--- src/rtl/rts_pkg.sv ---
package rts_pkg;

    typedef enum logic [1:0] {
        ST_IDLE   = 2'd0,
        ST_SETTLE = 2'd1,
        ST_GATE   = 2'd2
    } rts_state_e;

endpackage

--- src/rtl/rts_period_timer.sv ---
module rts_period_timer #(
    parameter int PERIOD_CYC = 25_000_000
) (
    input  logic clk,
    input  logic rst,
    output logic start_o
);
    localparam int PW = (PERIOD_CYC > 1) ? $clog2(PERIOD_CYC) : 1;

    logic [PW-1:0] pcnt_d, pcnt_q;

    always_comb begin
        start_o = (pcnt_q == PW'(PERIOD_CYC - 1));
        pcnt_d  = start_o ? '0 : pcnt_q + 1'b1;
    end

    always_ff @(posedge clk) begin
        if (rst) pcnt_q <= '0;
        else     pcnt_q <= pcnt_d;
    end
endmodule

--- src/rtl/rts_edge_sync.sv ---
module rts_edge_sync #(
    parameter int N_SENS = 32
) (
    input  logic              clk,
    input  logic              rst,
    input  logic [N_SENS-1:0] osc_i,
    output logic [N_SENS-1:0] rise_o
);
    for (genvar g = 0; g < N_SENS; g++) begin : g_lane
        logic [2:0] pipe_d, pipe_q;

        always_comb begin
            pipe_d    = {pipe_q[1:0], osc_i[g]};
            rise_o[g] = pipe_q[1] & ~pipe_q[2];
        end

        always_ff @(posedge clk) begin
            if (rst) pipe_q <= '0;
            else     pipe_q <= pipe_d;
        end
    end
endmodule

--- src/rtl/rts_scan_chain.sv ---
module rts_scan_chain #(
    parameter int N_SENS = 32,
    parameter int REC_W  = 17
) (
    input  logic                         clk,
    input  logic                         rst,
    input  logic                         load_i,
    input  logic                         shift_i,
    input  logic [N_SENS-1:0][REC_W-1:0] par_i,
    output logic                         ser_o
);
    localparam int TOT_W = N_SENS * REC_W;

    logic [TOT_W-1:0] chain_d, chain_q;

    always_comb begin
        chain_d = chain_q;
        if (load_i) begin
            for (int s = 0; s < N_SENS; s++) begin
                chain_d[TOT_W-1-s*REC_W -: REC_W] = par_i[s];
            end
        end else if (shift_i) begin
            chain_d = {chain_q[TOT_W-2:0], 1'b0};
        end
        ser_o = chain_q[TOT_W-1];
    end

    always_ff @(posedge clk) begin
        if (rst) chain_q <= '0;
        else     chain_q <= chain_d;
    end
endmodule

--- src/rtl/rosc_thermal_seq.sv ---
module rosc_thermal_seq
    import rts_pkg::*;
#(
    parameter int N_SENS     = 32,
    parameter int CNT_W      = 16,
    parameter int SETTLE_CYC = 20_000,
    parameter int GATE_CYC   = 400_000,
    parameter int PERIOD_CYC = 25_000_000
) (
    input  logic              clk,
    input  logic              rst,
    input  logic [N_SENS-1:0] osc_i,
    output logic [N_SENS-1:0] osc_en_o,
    output logic              done_o,
    input  logic              scan_load_i,
    input  logic              scan_shift_i,
    output logic              scan_out_o
);
    localparam int REC_W  = CNT_W + 1;
    localparam int SEL_W  = (N_SENS > 1) ? $clog2(N_SENS) : 1;
    localparam int T_MAX  = (SETTLE_CYC > GATE_CYC) ? SETTLE_CYC : GATE_CYC;
    localparam int TCNT_W = $clog2(T_MAX + 1);
    localparam logic [CNT_W-1:0] CNT_MAX = {CNT_W{1'b1}};

    typedef struct packed {
        rts_state_e                   state;
        logic [SEL_W-1:0]             sel;
        logic [TCNT_W-1:0]            tcnt;
        logic [CNT_W-1:0]             cnt;
        logic                         ovf;
        logic                         done;
        logic [N_SENS-1:0][REC_W-1:0] res;
    } seq_t;

    seq_t        seq_d, seq_q;
    logic        start;
    logic [N_SENS-1:0] rise;

    rts_period_timer #(.PERIOD_CYC(PERIOD_CYC)) u_timer (
        .clk     (clk),
        .rst     (rst),
        .start_o (start)
    );

    rts_edge_sync #(.N_SENS(N_SENS)) u_sync (
        .clk    (clk),
        .rst    (rst),
        .osc_i  (osc_i),
        .rise_o (rise)
    );

    rts_scan_chain #(.N_SENS(N_SENS), .REC_W(REC_W)) u_scan (
        .clk     (clk),
        .rst     (rst),
        .load_i  (scan_load_i),
        .shift_i (scan_shift_i),
        .par_i   (seq_q.res),
        .ser_o   (scan_out_o)
    );

    always_comb begin
        seq_d      = seq_q;
        seq_d.done = 1'b0;
        unique case (seq_q.state)
            ST_IDLE: begin
                if (start) begin
                    seq_d.state = ST_SETTLE;
                    seq_d.sel   = '0;
                    seq_d.tcnt  = '0;
                end
            end
            ST_SETTLE: begin
                if (seq_q.tcnt == TCNT_W'(SETTLE_CYC - 1)) begin
                    seq_d.state = ST_GATE;
                    seq_d.tcnt  = '0;
                    seq_d.cnt   = '0;
                    seq_d.ovf   = 1'b0;
                end else begin
                    seq_d.tcnt = seq_q.tcnt + 1'b1;
                end
            end
            ST_GATE: begin
                if (rise[seq_q.sel]) begin
                    if (seq_q.cnt == CNT_MAX) seq_d.ovf = 1'b1;
                    else                      seq_d.cnt = seq_q.cnt + 1'b1;
                end
                if (seq_q.tcnt == TCNT_W'(GATE_CYC - 1)) begin
                    seq_d.res[seq_q.sel] = {seq_d.ovf, seq_d.cnt};
                    seq_d.tcnt           = '0;
                    if (seq_q.sel == SEL_W'(N_SENS - 1)) begin
                        seq_d.state = ST_IDLE;
                        seq_d.done  = 1'b1;
                    end else begin
                        seq_d.sel   = seq_q.sel + 1'b1;
                        seq_d.state = ST_SETTLE;
                    end
                end else begin
                    seq_d.tcnt = seq_q.tcnt + 1'b1;
                end
            end
            default: seq_d.state = ST_IDLE;
        endcase
    end

    always_ff @(posedge clk) begin
        if (rst) seq_q <= '0;
        else     seq_q <= seq_d;
    end

    always_comb begin
        osc_en_o = '0;
        if (seq_q.state != ST_IDLE) osc_en_o[seq_q.sel] = 1'b1;
        done_o = seq_q.done;
    end
endmodule

--- config.mk ---
export PLATFORM = sky130hd
export DESIGN_NAME = rosc_thermal_seq
export DESIGN_NICKNAME = d
export VERILOG_FILES = /design/src/rtl/rts_pkg.sv /design/src/rtl/rts_period_timer.sv /design/src/rtl/rts_edge_sync.sv /design/src/rtl/rts_scan_chain.sv /design/src/rtl/rosc_thermal_seq.sv
export SDC_FILE = /design/constraint.sdc
export NUM_CORES = 2
export LEC_CHECK = 0
export BUFFER_PORTS_ARGS = -buffer_cell sky130_fd_sc_hd__buf_4
export CAP_MARGIN = 20
export CORE_MARGIN = 5
export CORE_UTILIZATION = 60
export CTS_CLUSTER_SIZE = 30
export DETAILED_ROUTE_END_ITERATION = 10
export GPL_TIMING_DRIVEN = 1
export PLACE_DENSITY = 0.78
export SYNTH_ARGS = -nofsm -noshare
export SYNTH_HDL_FRONTEND = slang
export SYNTH_SLANG_ARGS = --single-unit
--- constraint.sdc ---
create_clock -name clk -period 4.7 [get_ports clk]
set_clock_uncertainty 0.05 [all_clocks]
set_input_delay 0.235 -clock clk [delete_from_list [all_inputs] [get_ports clk]]
set_output_delay 0.235 -clock clk [all_outputs]
set_load 0.05 [all_outputs]
# [After elaboration in Yosys (flattened, before gate mapping)]
# Cells that the tools add are included.
[totals] rom_bits=0 memories=0 regBits=1253 elab_cells=196 ram_bits=0 latchBits=0
[op_classes] mux=27 addsub=4 bitwise=66 n_reduce_logical=14 magnitude_cmp=2 eq_ne=11 div=0 shifts=0 multipliers=0
[ops] operator="544-bit two-way mux" count=2
[ops] operator="544-bit bitwise mux" count=1
[ops] operator="17-bit demux with 5-bit select" count=1
[ops] operator="17-bit two-way mux" count=4
[ops] operator="19-bit one-hot mux with 3 select lines" count=1
[ops] operator="19-bit two-way mux" count=2
[ops] operator="1-bit NOT" count=34
[ops] operator="17-bit one-hot mux with 2 select lines" count=1
[ops] operator="1-bit bitwise AND" count=32
[ops] operator="32-bit two-way mux" count=1
[ops] operator="26-bit two-way mux" count=1
[ops] operator="25-bit by 1-bit adder with 25-bit output, second input constant" count=1
[ops] operator="25-bit equality test, second input constant" count=1
[ops] operator="19-bit by 1-bit adder with 19-bit output, second input constant" count=1
[ops] operator="19-bit by 15-bit equality test with 1-bit output, second input constant" count=1
[ops] operator="19-bit equality test, second input constant" count=1
[ops] operator="16-bit by 1-bit adder with 16-bit output, second input constant" count=1
[ops] operator="16-bit equality test, second input constant" count=1
[ops] operator="16-bit two-way mux" count=1
[ops] operator="5-bit one-hot mux with 2 select lines" count=1
[ops] operator="2-bit inequality test, second input constant" count=4
[ops] operator="2-bit nonzero test" count=4
[ops] operator="7-bit two-way mux" count=1
[ops] operator="5-bit by 6-bit less-than comparator with 1-bit output, second input constant" count=1
[ops] operator="19 further kinds" count=25

# [Logic depth before layout (Yosys ltp)]
[depth] word_depth=7 depth_mapped=12 ltp_nobuf=10

# [Cells and area by module]
# Synthesis repeated with hierarchy kept, for this count alone.
[unflattened] hier_cells=5304 area_unflattened_um2=52014.9
[modules_own_cells] mod="rts_scan_chain" area_per_inst_um2=25057.8 instances=1 cells_each=2420
[modules_own_cells] mod="rosc_thermal_seq" area_per_inst_um2=22933.2 instances=1 cells_each=2512
[modules_own_cells] mod="rts_edge_sync" area_per_inst_um2=2800.2 instances=1 cells_each=234
[modules_own_cells] mod="rts_period_timer" area_per_inst_um2=1223.7 instances=1 cells_each=138

# [Least setup slack after synthesis]
# Ideal clock, no wire load.
[synth_path] kind="register to register" from="register seq_q[581] in the netlist's numbering" to="register seq_q[139] in the netlist's numbering" stages_incl_launch_ff=12 path_slack_ns=2.058 arrival_ns=2.503 n_path_buf=4 required_ns=4.562 setup_time_ns=0.088 cell_sequence="dfxtp_1 > buf_6 > buf_6 > nor3b_2 > nor4_1 > nor4_2 > o21ai_2 > a21o_4 > or4_4 > buf_6 > buf_6 > a311oi_2"
[synth_between] elab_chain_cells=5
[synth_rtl] item="from (decl)" line="rosc_thermal_seq.sv:35" source="seq_t seq_d, seq_q;"
[synth_rtl] item="from (signal assigned)" line="rosc_thermal_seq.sv:107" source="else seq_q <= seq_d;"
[synth_rtl] item="5-bit by 6-bit less-than comparator with 1-bit output (implied by the code) (tied with other cells)" line="rosc_thermal_seq.sv:88" source="seq_d.res[seq_q.sel] = {seq_d.ovf, seq_d.cnt};"
[synth_rtl] item="1-bit logical AND (implied by the code) / 1-bit two-way mux (equally long branches)" line="rosc_thermal_seq.sv:88, rosc_thermal_seq.sv:83"
[synth_rtl] item="17-bit two-way mux (on tied branches)" line="rosc_thermal_seq.sv:88, rosc_thermal_seq.sv:83"
[synth_rtl] item="17-bit demux with 5-bit select / 17-bit two-way mux (equally long branches)" line="rosc_thermal_seq.sv:88, rosc_thermal_seq.sv:64"
[synth_rtl] item="544-bit bitwise mux (*)" line="rosc_thermal_seq.sv:88"
# Every way passes the cells marked *; elsewhere a longest branch is shown, timed or not. The select of a mux whose other input is x is not followed.
# A chain may end at the register's enable or synchronous reset.

# [Final worst setup path]
[layout_path] from="register seq_q[585] in the netlist's numbering" to="register seq_q[129] in the netlist's numbering"
# The elaborated chain is that of the path after synthesis.

==> key figures <==
Outcome
  • Status: finished clean

Logic synthesis
  • Largest family of logic cells by synthesized area: compound AO/OA/AOI/OAI gates
  • Number of synthesis warnings: 0
  • Synthesized cell area: 0.05329 mm^2
  • XOR/XNOR Fraction of Synth Area: 0.006410
  • Yosys top cell area share: 0.4707
  • Fraction of registers with async set/reset: 0
  • Post-synthesis simple-gate area fraction: 0.1766
  • Syn Nets: approximately 5900
  • Cell taking the most area after synthesis: dfxtp_1
  • Adder-Cell Fraction of Synth Area: 0.002818
  • Primary FF master, synth: dfxtp_1
  • Syn Inst Count: between 5000 and 6000
  • Sequential area share after synthesis: 0.4707
  • Top cells by area, synth: dfxtp_1, nor2_1, mux2i_1, a311oi_2, a21oi_1
  • Compound-cell area share of the yosys netlist: 0.1929
  • Synth unique cells: 70
  • Syn Area/Cell: roughly 9 um^2
  • Number of synthesized flops with an enable pin: 0
  • Register bit total from synthesis: about 1300
  • Multiplexer share of the synthesized area: 0.1028

Timing
  • Fmax: 245.4 MHz
  • Actual slew at the worst max-slew pin: 1.098 ns
  • Final Max Tran Viols: 0
  • Tmin final: ~4.1 ns
  • Worst slew margin: 0.2678
  • Period utilization: 0.8672
  • Hold Fails Final Rpt: 0
  • Final setup violation count: 0
  • Total Neg Setup Slack: 0 ns
  • RSZ-0062 raised after global routing: no

Setup path
  • Startpoint type of the worst setup path: flip-flop
  • Worst path arrival time: around 4.6 ns
  • FF-to-FF setup slack: ~0.62 ns
  • R2R cell count: 7
  • Critical path class: flip-flop to flip-flop
  • CP required: between 5 and 6 ns
  • Critical path fanouts, max: 24
  • CP max stage delay: a little under 0.9 ns
  • Crit-path slowest cell: or4_1
  • Critical-path cell list: inv_2 > nor3_1 > a221oi_1 > o21ai_2 > a21o_4 > or4_1 > a31oi_1
  • Worst r2r src: seq_q[585]
  • RR Endpoint: seq_q[129]
  • CP endpoint kind: flip-flop

Global routing
  • Pin count of the biggest net entering global routing: 209
  • Initial antenna violation count: 0
  • First-pass GRT wire length: ~230 mm
  • Vias in the first global route: 40074
  • Grt total ovfl: 0
  • GR Util All Layers: 0.2902

Detailed routing
  • Routed WL per cell: between 20 and 25 um
  • Via count: 43199
  • Vias per cell: 6.206
  • Pre-Repair DR Iteration Count: 6
  • Routed WL: roughly 140 mm
  • ANT nets after route: 0
  • Drt drc: 0
  • Iteration-0 DRC Markers: 4794

Worst hold path
  • Hold depth: 3
  • Worst hold start: scan_load_i
  • Hold Crit Class: input port to flip-flop
  • Hold Crit Endpoint: u_scan.chain_q[437]

Cells and area
  • Final nets: 5742
  • Fin area: a little under 0.06 mm^2
  • Finished Layout Cells: 6961
  • Commonest non-fill, non-tap cell in the layout: nor2_1
  • Commonest non-fill, non-tap cells in the layout: nor2_1, dfxtp_1, a21oi_1, mux2i_1, a311oi_2
  • Area delta synth->final: 11.23%
  • Layout cells sized above 1: 0.1235
  • ANT cells: 0

Clock tree
  • Max clock buf depth: 3
  • CTS Root Buffer Type: clkbuf_16
  • Clock latency on the worst-skew pair: 0.72 ns
  • Sink Count: approximately 1300
  • Post_cts resized: 0
  • Clk slew on worst S/H paths: 0.06 ns
  • Num CTS Buffers: 121
  • CTS tree: built
  • H-tree depth: 3

Placed design
  • Post-DP Area: approximately 0.055 mm^2
  • Detailed placement HPWL: slightly above 80 mm
  • GP Congestion: just under 0.9
  • Port bufs: 69
  • Placed cell count: between 6000 and 7000

Run
  • Max Cap Violations: 0

Power
  • P per Cell Area: roughly 370 mW/mm^2
  • Leak: 21.88 nW
  • Max IR drop VDD: between 0.0003 and 0.0004 V

Die
  • Number of I/O pins: 70
  • Core area: 0.08824 mm^2
  • Chip width: 308.0 um
  • # rows: 109
  • Die area: 0.09487 mm^2
  • Die height: ~310 um
  • Starting density of the core: 0.6039
## power breakdown
| group | leakage [nW] | internal [mW] | switching (mW) | total [mW] |
|---|---|---|---|---|
| Clock | 2.05 | 5.85 | 4.19 | 10.0 |
| Sequential | 10.1 | 10.7 | 0.0316 | 10.7 |
| Combinational | 9.73 | 0.298 | 0.730 | 1.03 |
| Total | 21.9 | 16.8 | 4.95 | 21.8 |
## cell type report
class | instances | area [um^2]
fill | 6729 | 28970
multi-input combinational | 4025 | 26070
sequential | 1253 | 25090
clock buffer | 180 | 3571
timing repair buffer | 260 | 2400
tap | 1165 | 1458
clock inverter | 45 | 564.3
inverter | 33 | 123.9
## cell usage after synthesis (all sizes together) (8+ instances only)
master and n:
a32oi 10, buf 157, clkbuf 408, o21bai 65, nand3b 101, a31oi 56
ha 12, dfxtp 1253, or3 12, and2 35, nor4 29, and3 15
nor2 1556, nor3 63, xor2 24, a21oi 557, o41ai 34, nand3 26
or4 8, o21ai 8, nand2 89, inv 33, o31ai 106, a311oi 337
xnor2 15, nor3b 38, nor2b 98, a211oi 101, nand4 20, mux2i 546
## timing repair
action | CTS | global route
endpoints found under the setup margin | 0 | 0
buffers inserted | 0 | 0
hold endpoints to repair | 59 | 0
hold buffers | 35 | 0
## per-layer routing
layer	vias up	routed length, um	share of wire	GRT usage
met5	-	0	0	0
met4	0	5926	0.041	0.1132
met3	374	10910	0.076	0.05109
met2	1676	65950	0.46	0.4712
met1	20786	60730	0.42	0.3888
li1	20363	-	-	-
## per-stage QoR
step           power (mW)  worst slack [ns]  hold slack, ns    util
5_1_grt             22.37            0.4883          0.1268  0.6717
3_5_place_dp        11.91            0.8016          0.3712  0.6209
2_1_floorplan       11.65             2.058          0.3132       -
4_1_cts             21.84            0.7636         0.07846  0.6717
3_3_place_gp        11.91            0.9656          0.3757  0.6209
6_report            21.76            0.6243         0.09250  0.6717
## state kept, by name, indices dropped and copies added, names as in the netlist
| register | count |
|---|---|
| done_o | 1 |
| u_timer.pcnt_q | 25 |
| u_sync.g_lane.pipe_q | 96 |
| u_scan.chain_q | 544 |
| seq_q | 587 |
## worst max-delay path, delay by kind of cell (launching register included)
family                 cells  cell delay, ns
AO/OA/AOI/OAI              4            1.32
buffers and inverters      1            0.23
flip-flops                 1            0.69
AND/OR/NAND/NOR            2            1.56
## worst max-delay path by stage
stage | startpoint | to
after floorplan | seq_q[581] | seq_q[139]
after global placement | seq_q[585] | seq_q[214]
final | seq_q[585] | seq_q[129]
after global routing | seq_q[585] | seq_q[129]
after detailed placement | seq_q[585] | seq_q[401]
after CTS | seq_q[585] | seq_q[129]
## cells by family after synthesis
| group | Yosys count |
|---|---|
| flip-flops | 1253 |
| XOR/XNOR | 39 |
| adder cells (fa/ha/maj) | 12 |
| AND/OR/NAND/NOR | 2112 |
| buffers and inverters | 598 |
| AO/OA/AOI/OAI | 1315 |
| multiplexers | 547 |
Power figures use the tool's default switching activity.
